$ cat src/rtl/gpio_port_pkg.sv
package gpio_port_pkg;

   localparam int unsigned REG_W   = 32;
   localparam int unsigned LANE_W  = 8;

   // register word index (byte address bits [5:2])
   typedef enum logic [3:0] {
      REG_PIN      = 4'd0,
      REG_OUT      = 4'd1,
      REG_OUT_SET  = 4'd2,
      REG_OUT_CLR  = 4'd3,
      REG_DIR      = 4'd4,
      REG_DIR_OUT  = 4'd5,
      REG_DIR_IN   = 4'd6,
      REG_CTRL     = 4'd7,
      REG_CTRL_SET = 4'd8,
      REG_CTRL_CLR = 4'd9,
      REG_STAT     = 4'd10,
      REG_ACK      = 4'd11
   } reg_idx_e;

   // trigger control word, one 8-bit lane per function
   typedef struct packed {
      logic [LANE_W-1:0] dbnc;
      logic [LANE_W-1:0] low;
      logic [LANE_W-1:0] high;
      logic [LANE_W-1:0] lvl;
   } trig_ctrl_t;

endpackage

$ cat src/rtl/gpio_sync.sv
module gpio_sync #(
   parameter int unsigned W      = 32,
   parameter int unsigned STAGES = 2
) (
   input  logic         clk,
   input  logic         rst_n,
   input  logic [W-1:0] d_i,
   output logic [W-1:0] q_o
);
   if (STAGES < 2) begin : g_bad
      $error("gpio_sync: STAGES must be at least 2");
   end

   logic [W-1:0] st_q [STAGES];

   always_ff @(posedge clk or negedge rst_n) begin
      if (!rst_n) begin
         for (int i = 0; i < STAGES; i++) st_q[i] <= '0;
      end else begin
         st_q[0] <= d_i;
         for (int i = 1; i < STAGES; i++) st_q[i] <= st_q[i-1];
      end
   end

   assign q_o = st_q[STAGES-1];
endmodule

$ cat src/rtl/gpio_debounce.sv
module gpio_debounce #(
   parameter int unsigned CYCLES = 16
) (
   input  logic clk,
   input  logic rst_n,
   input  logic en_i,
   input  logic d_i,
   output logic q_o
);
   localparam int unsigned CW = (CYCLES > 1) ? $clog2(CYCLES) : 1;
   localparam logic [CW-1:0] LAST = CW'(CYCLES - 1);

   if (CYCLES < 1) begin : g_bad
      $error("gpio_debounce: CYCLES must be at least 1");
   end

   logic [CW-1:0] cnt_q;
   logic          acc_q;

   always_ff @(posedge clk or negedge rst_n) begin
      if (!rst_n) begin
         cnt_q <= '0;
         acc_q <= 1'b0;
      end else if (!en_i) begin
         // track the input so enabling the filter makes no false edge
         cnt_q <= '0;
         acc_q <= d_i;
      end else if (d_i == acc_q) begin
         cnt_q <= '0;
      end else if (cnt_q == LAST) begin
         cnt_q <= '0;
         acc_q <= d_i;
      end else begin
         cnt_q <= cnt_q + 1'b1;
      end
   end

   // bypass when disabled: no added latency
   assign q_o = en_i ? acc_q : d_i;
endmodule

$ cat src/rtl/gpio_irq_cell.sv
module gpio_irq_cell (
   input  logic clk,
   input  logic rst_n,
   input  logic d_i,
   input  logic lvl_i,
   input  logic high_i,
   input  logic low_i,
   input  logic ack_i,
   output logic pend_o
);
   logic prev_q;
   logic pend_q;
   logic edge_hit;
   logic lvl_hit;
   logic hit;

   always_comb begin
      edge_hit = (high_i &  d_i & ~prev_q) | (low_i & ~d_i &  prev_q);
      lvl_hit  = (high_i &  d_i)           | (low_i & ~d_i);
      hit      = lvl_i ? lvl_hit : edge_hit;
   end

   always_ff @(posedge clk or negedge rst_n) begin
      if (!rst_n) begin
         prev_q <= 1'b0;
         pend_q <= 1'b0;
      end else begin
         prev_q <= d_i;
         // a fresh hit beats an acknowledge in the same cycle
         pend_q <= hit | (pend_q & ~ack_i);
      end
   end

   assign pend_o = pend_q;
endmodule

$ cat src/rtl/gpio_port_irq.sv
module gpio_port_irq
   import gpio_port_pkg::*;
#(
   parameter int unsigned NPINS           = 32,
   parameter int unsigned NIRQ            = 8,
   parameter int unsigned SYNC_STAGES     = 2,
   parameter int unsigned DEBOUNCE_CYCLES = 16,
   parameter int unsigned ADDR_W          = 6
) (
   input  logic              clk,
   input  logic              rst_n,
   input  logic [ADDR_W-1:0] addr,
   input  logic              wr_en,
   input  logic [31:0]       wr_data,
   input  logic              rd_en,
   output logic [31:0]       rd_data,
   input  logic [NPINS-1:0]  pin_i,
   output logic [NPINS-1:0]  pin_o,
   output logic [NPINS-1:0]  pin_oe,
   output logic              irq_o
);
   localparam logic [LANE_W-1:0] LANE_MASK = LANE_W'((1 << NIRQ) - 1);
   localparam logic [REG_W-1:0]  CTRL_MASK = {4{LANE_MASK}};

   if (NPINS < 1 || NPINS > REG_W) begin : g_bad_pins
      $error("gpio_port_irq: NPINS must be 1..32");
   end
   if (NIRQ < 1 || NIRQ > LANE_W || NIRQ > NPINS) begin : g_bad_irq
      $error("gpio_port_irq: NIRQ must be 1..8 and not above NPINS");
   end
   if (ADDR_W < 6) begin : g_bad_addr
      $error("gpio_port_irq: ADDR_W must be at least 6");
   end

   // ---------------- decode ----------------
   logic [3:0] widx;
   logic       w_out_set, w_out_clr, w_dir_out, w_dir_in;
   logic       w_ctl_set, w_ctl_clr, w_ack;

   assign widx      = addr[5:2];
   assign w_out_set = wr_en && (widx == REG_OUT_SET);
   assign w_out_clr = wr_en && (widx == REG_OUT_CLR);
   assign w_dir_out = wr_en && (widx == REG_DIR_OUT);
   assign w_dir_in  = wr_en && (widx == REG_DIR_IN);
   assign w_ctl_set = wr_en && (widx == REG_CTRL_SET);
   assign w_ctl_clr = wr_en && (widx == REG_CTRL_CLR);
   assign w_ack     = wr_en && (widx == REG_ACK);

   // ---------------- state ----------------
   logic [NPINS-1:0] dir_q;
   logic [NPINS-1:0] out_q;
   logic [REG_W-1:0] ctrl_q;
   trig_ctrl_t       ctrl_v;
   logic [NPINS-1:0] wd_pins;
   logic [REG_W-1:0] ctl_set_v, ctl_clr_v;

   assign wd_pins   = wr_data[NPINS-1:0];
   assign ctl_set_v = w_ctl_set ? wr_data : '0;
   assign ctl_clr_v = w_ctl_clr ? wr_data : '0;
   assign ctrl_v    = ctrl_q;

   always_ff @(posedge clk or negedge rst_n) begin
      if (!rst_n) begin
         dir_q  <= '0;
         out_q  <= '0;
         ctrl_q <= '0;
      end else begin
         if (w_dir_out) dir_q <= dir_q |  wd_pins;
         if (w_dir_in)  dir_q <= dir_q & ~wd_pins;
         if (w_out_set) out_q <= out_q |  wd_pins;
         if (w_out_clr) out_q <= out_q & ~wd_pins;
         ctrl_q <= ((ctrl_q | ctl_set_v) & ~ctl_clr_v) & CTRL_MASK;
      end
   end

   assign pin_o  = out_q;
   assign pin_oe = dir_q;

   // ---------------- input path ----------------
   logic [NPINS-1:0] pin_s;

   gpio_sync #(.W(NPINS), .STAGES(SYNC_STAGES)) i_sync (
      .clk   (clk),
      .rst_n (rst_n),
      .d_i   (pin_i),
      .q_o   (pin_s)
   );

   // ---------------- interrupt lanes ----------------
   logic [NIRQ-1:0] filt;
   logic [NIRQ-1:0] pend_q;
   logic [NIRQ-1:0] ack_vec;

   assign ack_vec = w_ack ? wr_data[NIRQ-1:0] : '0;

   for (genvar k = 0; k < NIRQ; k++) begin : g_lane
      gpio_debounce #(.CYCLES(DEBOUNCE_CYCLES)) i_dbnc (
         .clk   (clk),
         .rst_n (rst_n),
         .en_i  (ctrl_v.dbnc[k]),
         .d_i   (pin_s[k]),
         .q_o   (filt[k])
      );
      gpio_irq_cell i_cell (
         .clk    (clk),
         .rst_n  (rst_n),
         .d_i    (filt[k]),
         .lvl_i  (ctrl_v.lvl[k]),
         .high_i (ctrl_v.high[k]),
         .low_i  (ctrl_v.low[k]),
         .ack_i  (ack_vec[k]),
         .pend_o (pend_q[k])
      );
   end

   assign irq_o = |pend_q;

   // ---------------- read mux ----------------
   logic [3:0] ridx;
   assign ridx = addr[5:2];

   always_comb begin
      rd_data = '0;
      if (rd_en) begin
         case (ridx)
            REG_PIN:  rd_data[NPINS-1:0] = pin_s;
            REG_OUT:  rd_data[NPINS-1:0] = out_q;
            REG_DIR:  rd_data[NPINS-1:0] = dir_q;
            REG_CTRL: rd_data            = ctrl_q;
            REG_STAT: rd_data[NIRQ-1:0]  = pend_q;
            default:  rd_data            = '0;
         endcase
      end
   end
endmodule

$ cat config.mk
export PLATFORM = sky130hd
export DESIGN_NAME = gpio_port_irq
export DESIGN_NICKNAME = d
export VERILOG_FILES = /design/src/rtl/gpio_port_pkg.sv /design/src/rtl/gpio_sync.sv /design/src/rtl/gpio_debounce.sv /design/src/rtl/gpio_irq_cell.sv /design/src/rtl/gpio_port_irq.sv
export SDC_FILE = /design/constraint.sdc
export NUM_CORES = 1
export LEC_CHECK = 0
export ABC_AREA = 1
export BUFFER_PORTS_ARGS = -buffer_cell sky130_fd_sc_hd__buf_2
export CAP_MARGIN = 40
export CORE_AREA = 2 2 130 145
export DETAILED_ROUTE_END_ITERATION = 10
export DIE_AREA = 0 0 132 147
export PLACE_DENSITY = 0.79
export SLEW_MARGIN = 10
export SYNTH_ARGS = -nofsm -noshare
export SYNTH_HDL_FRONTEND = slang
export SYNTH_HIERARCHICAL = 1
export SYNTH_SLANG_ARGS = --single-unit
$ cat constraint.sdc
create_clock -name clk -period 1.25 [get_ports clk]
set_clock_uncertainty 0.15 [all_clocks]
set_input_delay 0.0625 -clock clk [delete_from_list [all_inputs] [get_ports clk]]
set_output_delay 0.0625 -clock clk [all_outputs]
set_load 0.01 [all_outputs]
=== Word-level counts from Yosys, hierarchy flattened ===
Index checks and enable logic that the tools add are counted.

* Input port bits: 74
* Register bits: 216
* Memories: 0
* Bits in writable memories: 0
* Memory bits (read-only): 0
* Bits in latches: 0

* Reductions and logical operators: 19
* $lt $le $gt $ge: 0
* Muxes and demuxes: 74
* Multipliers: 0
* Eq/ne operators: 43
* Add/sub/neg operators: 8
* Divide/modulo/power cells: 0
* Shifts and indexed selects: 0
* Bitwise gates (word level): 96

{| class="wikitable"
|+ Operator list
! operator !! number
|-
| $mux 32 || 7
|-
| $and 32x32->32 || 3
|-
| $mux 4 || 24
|-
| $or 32x32->32 || 3
|-
| $pmux 24 s4 || 1
|-
| $not 32->32 || 2
|-
| $eq 4x4->1 const B || 12
|-
| $and 1x1->1 || 40
|-
| $mux 1 || 40
|-
| $pmux 8 s5 || 1
|-
| $add 4x1->4 const B || 8
|-
| $not 1->1 || 24
|-
| $or 1x1->1 || 24
|-
| $eq 4x3->1 const B || 4
|-
| $ne 2x1->1 const B || 8
|-
| $ne 2x2->1 const B || 8
|-
| $reduce_and 2->1 || 8
|-
| $eq 1x1->1 || 8
|-
| $eq 4x2->1 const B || 2
|-
| $mux 8 || 1
|-
| $reduce_or 8->1 || 1
|-
| $logic_and 1x1->1 || 7
|-
| $eq 4x1->1 const B || 1
|-
| $logic_not 4->1 || 1
|-
| $reduce_bool 2->1 || 2
|}

=== Longest topological paths before layout ===
Gate-level depths: netlist of the first run.

* Depth after elaboration: 7
* Mapped depth: 8
* Gate-level depth less buffers: 7

=== Hierarchy ===
The synthesis of the first run kept the hierarchy.

{| class="wikitable"
|+ Modules (own cells, without submodules)
! module !! cells an instance !! area each (um^2) !! sequential area each (um^2) !! times used
|-
| gpio_port_irq || 756 || 5293.8 || 2402.3 || 1
|-
| gpio_debounce || 30 || 241.5 || 125.1 || 8
|-
| gpio_sync || 96 || 1841.8 || 1601.5 || 1
|-
| gpio_irq_cell || 15 || 105.1 || 50.0 || 8
|}

=== Worst setup path before layout of the first run ===
Ideal clock, no wire load.

* Path kind: input-to-output
* Start point: in addr[2]
* End point: out rd_data[11]
* Stages: 7
* Path slack: -0.005 ns
* Data arrival time: 1.042 ns
* Path buffers: 2
* Path through: buf_2 -> nor2_4 -> clkbuf_1 -> nand3_1 -> o21ai_0 -> nor2_1 -> nor2_1

* Cells in the longest elaborated chain, start to end: 3
* Elaborated cells between the ends (all ways): 6
* Those cells by class: 3 x eq/ne; 2 x mux; 1 x reduce/logical

{| class="wikitable"
|+ RTL lines
! element !! line !! source
|-
| start: declaration || gpio_port_irq.sv:12 || <nowiki>input logic [ADDR_W-1:0] addr,</nowiki>
|-
| $eq 4x3->1 (tied with other cells) || gpio_port_irq.sv:125 || <nowiki>case (ridx)</nowiki>
|-
| $pmux 24 s4 * || gpio_port_irq.sv:125 ||
|-
| $mux 32 * || gpio_port_irq.sv:124 || <nowiki>if (rd_en) begin</nowiki>
|-
| end: declaration || gpio_port_irq.sv:16 || <nowiki>output logic [31:0] rd_data,</nowiki>
|}

Every way passes the cells marked *; elsewhere a longest branch is shown, timed or not.

=== Final worst setup path of the first run ===
* Start point: reg g_lane[3].i_cell.pend_q
* End point: out irq_o

* Cells in the longest elaborated chain, start to end: 1

{| class="wikitable"
|+ RTL lines
! element !! line !! source
|-
| start: declaration || gpio_irq_cell.sv:12 || <nowiki>logic pend_q;</nowiki>
|-
| start signal: assignment || gpio_irq_cell.sv:30 || <nowiki>pend_q <= hit | (pend_q & ~ack_i);</nowiki>
|-
| $reduce_or 8->1 || gpio_port_irq.sv:116 || <nowiki>assign irq_o = |pend_q;</nowiki>
|-
| end: declaration || gpio_port_irq.sv:20 || <nowiki>output logic irq_o</nowiki>
|}

No other way between the ends.

==> results_dict.tcl, run 1 <==
set metrics [dict create \
    cts.path.max_buffers 3 \
    clk_latency_ps 510 \
    grt_use_met3_pct 5.45 \
    worstMarginPinSlew_ps 347 \
    grt_pass1_vias 9918 \
    final_hold_viol_count 27 \
    synth.distinct_cells 21 \
    yosysSeqAreaShare_pct 54.6 \
    antenna_found_initial 0 \
    ctsHoldBuffers 67 \
    area_delta_synth_final_pct 44.0 \
    fmax_ghz 0.546 \
    outcome "finished, violations left" \
    synth.avg_cell_area_um2 8.18 \
    powerDensity_nw_per_um2 1550 \
    vias_per_cell 5.48 \
    grt_use_total_pct 31.8 \
    cts_tree "yes" \
    cp_slowest_cell "dfrtp_1" \
    initial_core_util_pct 55.0 \
    synthAdderAreaFrac_pct 1.01 \
    violations "hold timing, setup timing" \
    portBuffers 168 \
    p_leak_nw 7.14 \
    crit_required_ps 1040 \
    critPathKind "reg2out" \
    ys_warn_count 6 \
    place_area_um2 11300 \
    rows 52 \
    fillers 1100 \
    gp_congestion 0.867 \
    synth_xor_area_share_pct 0.707 \
    routed_wl_mm 33.4 \
    setup_tns_ps -16330 \
    die_h_um 147 \
    hpwl_mm 18.1 \
    layoutNonFillerInstCount 1815 \
    maxCapViolations 0 \
    setup_viol 83 \
    max_slew_margin_pct 76.6 \
    netlist_area_um2 9910 \
    r2r_slack_ps -80 \
    wl_per_cell_um 18.4 \
    crit_chain "nor4_1, nand2_1, buf_2" \
    fin_ws_ps -583 \
    worstPathArrival_ps 1620 \
    period_needed_ps 1830 \
    final_cell_mix "nor2_1 (212), dfrtp_1 (212), nand2_1 (201), inv_1 (134), buf_2 (129)" \
    ios 171 \
    antenna_cells 0 \
    rsz0062_at_grt "true" \
    grt_overflow 0 \
    drtPass1Iterations 5 \
    cts_buffers 23 \
    synth_top_family_by_area "simple AND/OR/NAND/NOR gates" \
    report.final.slew_viol_count 0 \
    startpoint_type "flip-flop" \
    ctsRootBufferMaster "clkbuf_16" \
    h-tree-depth 1 \
    grt_use_met2_pct 54.9 \
    synth_cells 1212 \
    min_path_type "in2async" \
    design_area_um2 14300 \
    die_x_um 132 \
    grt_first_pass_wirelength_mm 49.3 \
    dr.first_iter.drc_count 1050 \
    cts_sinks 216 \
    num_vias 9938 \
    dieArea_um2 19400 \
    final_core_util_pct 79.2 \
    end_kind "output port" \
    synth_nets 1294 \
    ant_nets 0 \
    cp_max_fo 3 \
    ys_ff_latch 216 \
    grt_busiest_layer "met2" \
    synth-simple-area-share_pct 24.6 \
    grt_max_degree 42 \
    grtUsageMet1_pct 39.4 \
    muxShareOfSynthArea_pct 0 \
    layout.nets 1639 \
    post-route-period-util_pct 147 \
    numPlacedInstances 1613 \
    fin_hold_ws_ps -121 \
    drive_gt1_share_pct 33.7 \
    clk_pin_slew_ps 70 \
    drc 0 \
    core_um2 18000 \
    ir_worst_vdd_v 0.00123 \
    synth_compound_area_share_pct 8.69 \
    slowest_delay_ps 410 \
]
## Yosys cell counts
cell | instances | area, um2
a21oi_1 | 32 | 160
buf_2 | 12 | 60.1
buf_4 | 35 | 263
clkbuf_1 | 22 | 82.6
dfrtp_1 | 216 | 5410
ha_1 | 8 | 100
inv_1 | 165 | 619
inv_2 | 2 | 7.51
nand2_1 | 215 | 807
nand2_2 | 1 | 6.26
nand3_1 | 91 | 455
nand3_2 | 9 | 90.1
nand4_1 | 8 | 50.1
nor2_1 | 224 | 841
nor2_2 | 23 | 144
nor2_4 | 3 | 33.8
nor4_1 | 2 | 12.5
o21a_1 | 8 | 60.1
o21ai_0 | 105 | 526
o21ai_1 | 23 | 115
xnor2_1 | 8 | 70.1
## repair_timing
| action | in CTS | in global routing |
|---|---|---|
| resized for setup | 135 | 167 |
| buffers inserted | 67 | 50 |
| endpoints found under the setup margin | 72 | 118 |
| cloned | 0 | 0 |
| pin swaps | 65 | 64 |
| endpoints found under the hold margin | 352 | 27 |
## area by class of cell
cell class	count	area (um2)	share of cell area (%)
clock buffers	31	666	4.66
clock inverters	9	120	0.842
inverters	167	632	4.43
multi-input cells	760	3870	27.1
flip-flops and latches	216	5410	37.9
well taps	243	304	2.13
repair buffers	389	3270	22.9
## routing by layer
metal  vias to the layer above  share of wire [%]
li1                       4446                  -
met2                       597                 50
met1                      4732                 36
met3                       163                8.5
met5                         -                  0
met4                         0                5.1
## logic make-up after synthesis
logic type,Yosys count
simple gates,576
buf+inv,236
flops,216
compound gates,168
xor+xnor,8
fa+ha+maj,8
## critical path: cells and delay by family, from the launching register on
kind	cells	cell delay, ps
buffers and inverters	1	170
flip-flops	1	410
AND/OR/NAND/NOR	2	540
## stage by stage
stage / setup slack [ps] / total power (W)
3_3_place_gp: -226 / 0.0124
6_report: -583 / 0.0222
4_1_cts: -405 / 0.0210
2_1_floorplan: -4.94 / 0.0108
5_1_grt: -554 / 0.0231
3_5_place_dp: -218 / 0.0125
## where the power goes
group | internal, W | switching [W] | leakage, nW
Sequential | 0.00808 | 0.000841 | 2.57
Combinational | 0.00300 | 0.00313 | 4.18
Clock | 0.00433 | 0.00281 | 0.395
## final timing paths
path                                                   start  cells after the start                           endpoint
max in group asynchronous                              rst_n                      3                          async pin
setup / recovery           g_lane[3].i_cell/pend_o$_DFF_PN0_                      3                              irq_o
setup reg to reg                     i_sync/q_o[7]$_DFF_PN0_                      9  g_lane[7].i_cell/pend_o$_DFF_PN0_
min in group clk                                   pin_i[16]                      2          i_sync/st_q[48]$_DFF_PN0_
hold reg to reg                    i_sync/st_q[62]$_DFF_PN0_                      0           i_sync/q_o[30]$_DFF_PN0_
hold / removal                                         rst_n                      2                          async pin
(Power assumes the default switching activity.)
==> inputs of run 2 (changes only) <==
- CELL_PAD_IN_SITES_DETAIL_PLACEMENT: not set -> 0
- CELL_PAD_IN_SITES_GLOBAL_PLACEMENT: not set -> 2
- CORE_AREA: 2 2 130 145 -> 2 2 169 187
- CTS_BUF_LIST: not set -> sky130_fd_sc_hd__clkbuf_16
- DIE_AREA: 0 0 132 147 -> 0 0 171 189
- PLACE_DENSITY: 0.79 -> not set
- PLACE_DENSITY_LB_ADDON: not set -> 0.1
==> run 2 against run 1 <==
  * The run ends with setup timing left
  * First-iteration DRC count is 57% lower
  * Combinational power grew 3.8%
  * Design area is 6.0% higher
  * Sequential power down 0.8%
==> results_dict.tcl, run 2 (same netlist as run 1, synthesis figures left out) <==
set metrics [dict create \
    area_delta_synth_final_pct 52.6 \
    seqPwrFrac_pct 38.9 \
    r2r_cells 9 \
    fin_ws_ps -459 \
    end_kind "output port" \
    antenna_cells 0 \
    portBuffers 168 \
    final_core_util_pct 49.8 \
    drive_gt1_share_pct 34.0 \
    violations "setup timing" \
    rsz0062_at_grt "true" \
    crit_chain "nor4_2, nand2_1, buf_2" \
    cp_slowest_cell "dfrtp_1" \
    num_vias 8967 \
    h-tree-depth 1 \
    pwr-share-clk_pct 33.1 \
    p_leak_nw 7.49 \
    final_cell_mix "nor2_1 (214), dfrtp_1 (207), nand2_1 (195), inv_1 (146), buf_2 (124)" \
    combinationalPowerShare_pct 28.0 \
    r2r_slack_ps -120 \
    grt_busiest_layer "met2" \
    dieArea_um2 32300 \
    die_h_um 189 \
    swShare_pct 29.7 \
    power.switching_w 0.00675 \
    setup_tns_ps -17280 \
    ant_nets 0 \
    finalPower_w 0.0227 \
    final_common_cell "nor2_1" \
    grtUsageMet1_pct 28.2 \
    fmax_ghz 0.585 \
    drtPass1Iterations 5 \
    crit_required_ps 1040 \
    powerDensity_nw_per_um2 1500 \
    post-route-period-util_pct 137 \
    fillers 3062 \
    period_needed_ps 1710 \
    core_um2 30300 \
    r2r_start "i_sync/q_o[6]$_DFF_PN0_" \
    cp_max_fo 3 \
    routed_wl_mm 32.3 \
    ir_worst_vdd_v 0.000876 \
    min_path_type "in2reg" \
    grt_first_pass_wirelength_mm 50.8 \
    vias_per_cell 4.41 \
    hpwl_mm 21.9 \
    rows 67 \
    cts_tree "yes" \
    grt_use_met3_pct 3.37 \
    setup_viol 97 \
    critPathLaunch "g_lane[3].i_cell/pend_o$_DFF_PN0_" \
    critPathBufInv 1 \
    drc 0 \
    layout.nets 1681 \
    worstMarginPinSlew_ps 315 \
    maxCapViolations 0 \
    cts_sinks 216 \
    grt_use_total_pct 20.3 \
    startpoint_type "flip-flop" \
    initial_core_util_pct 32.7 \
    max_slew_margin_pct 78.9 \
    critPathKind "reg2out" \
    report.final.slew_viol_count 0 \
    grt_use_met2_pct 33.4 \
    antenna_found_initial 0 \
    ctsRootBufferMaster "clkbuf_16" \
    cp_top_family "flip-flops" \
    slowest_delay_ps 420 \
    cp-endpoint "irq_o" \
    die_x_um 171 \
    intPower_w 0.0160 \
    clk_pin_slew_ps 60 \
    cts.path.max_buffers 3 \
    ios 171 \
    final_hold_viol_count 0 \
    hold_start "pin_i[13]" \
    reg2reg_to "g_lane[6].i_cell/pend_o$_DFF_PN0_" \
    wl_per_cell_um 15.9 \
    clk_latency_ps 530 \
    cts_buffers 27 \
    grt_pass1_vias 9068 \
    gp_congestion 0.766 \
    outcome "finished, violations left" \
    dr.first_iter.drc_count 447 \
    cp.depth 3 \
    worstPathArrival_ps 1500 \
    grt_overflow 0 \
    grt_max_degree 39 \
]
[run 2: layer usage]
layer  up-vias  routed length, um  part of all wire, %
li1       4551                  -                    -
met1      4201              15400                   48
met2       180              15000                   46
met3        35               1370                  4.2
met4         0                509                  1.6
met5         -                  0                    0
[run 2: worst reg2reg max path: stages, from the launching register on]
cell,delay [ps]
dfrtp_1,420
buf_6,130
buf_6,110
inv_2,40
o21ai_1,50
buf_4,150
nand2_2,70
inv_2,30
nand2_2,50
nand3_2,60
[run 2: worst min-delay path by stage]
stage / endpoint / slack (ps) / cells past startpoint
finish: i_sync/st_q[45]$_DFF_PN0_ / 20 / 2
global route: i_sync/st_q[55]$_DFF_PN0_ / 8 / 2
CTS: i_sync/st_q[37]$_DFF_PN0_ / 0.02 / 2
detailed placement: g_lane[7].i_dbnc/acc_q$_DFFE_PN0P_ / -200 / 1
global placement: i_sync/st_q[41]$_DFF_PN0_ / -200 / 1
floorplan: async pin / -380 / 0
[run 2: through the flow]
step / instance area, um2 / hold slack [ps] / instances / worst slack (ps)
after floorplan: 9910 / -383 / 1212 / -4.94
after global placement: 11900 / -196 / 1814 / -303
after detailed placement: 11900 / -197 / 1814 / -292
after CTS: 14700 / 0.0221 / 2019 / -478
after global routing: 15100 / 8.29 / 2033 / -549
final: 15100 / 19.1 / 2033 / -459
[run 2: area by class of cell]
cell class / count / area, um2 / area share, %
Clock inverter: 22 / 173 / 1.14
Multi-Input combinational cell: 760 / 3890 / 25.7
Timing Repair Buffer: 427 / 3820 / 25.3
Inverter: 167 / 629 / 4.16
Sequential cell: 216 / 5420 / 35.8
Clock buffer: 27 / 676 / 4.47
Tap cell: 414 / 518 / 3.43
[run 2: power groups by stage]
stage / Clock (W) / Combinational, W / Sequential [W]
floorplan: 0 / 0.00174 / 0.00904
global placement: 0 / 0.00395 / 0.00898
detailed placement: 0 / 0.00395 / 0.00898
CTS: 0.00778 / 0.00600 / 0.00879
global route: 0.00811 / 0.00705 / 0.00897
finish: 0.00752 / 0.00636 / 0.00885
[run 2: what timing repair did]
action | CTS | global route
hold endpoints to repair | 352 | 0
setup buffers | 81 | 39
pin swaps | 64 | 77
gates resized for setup | 197 | 145
hold buffers | 80 | 0
endpoints found under the setup margin | 102 | 212
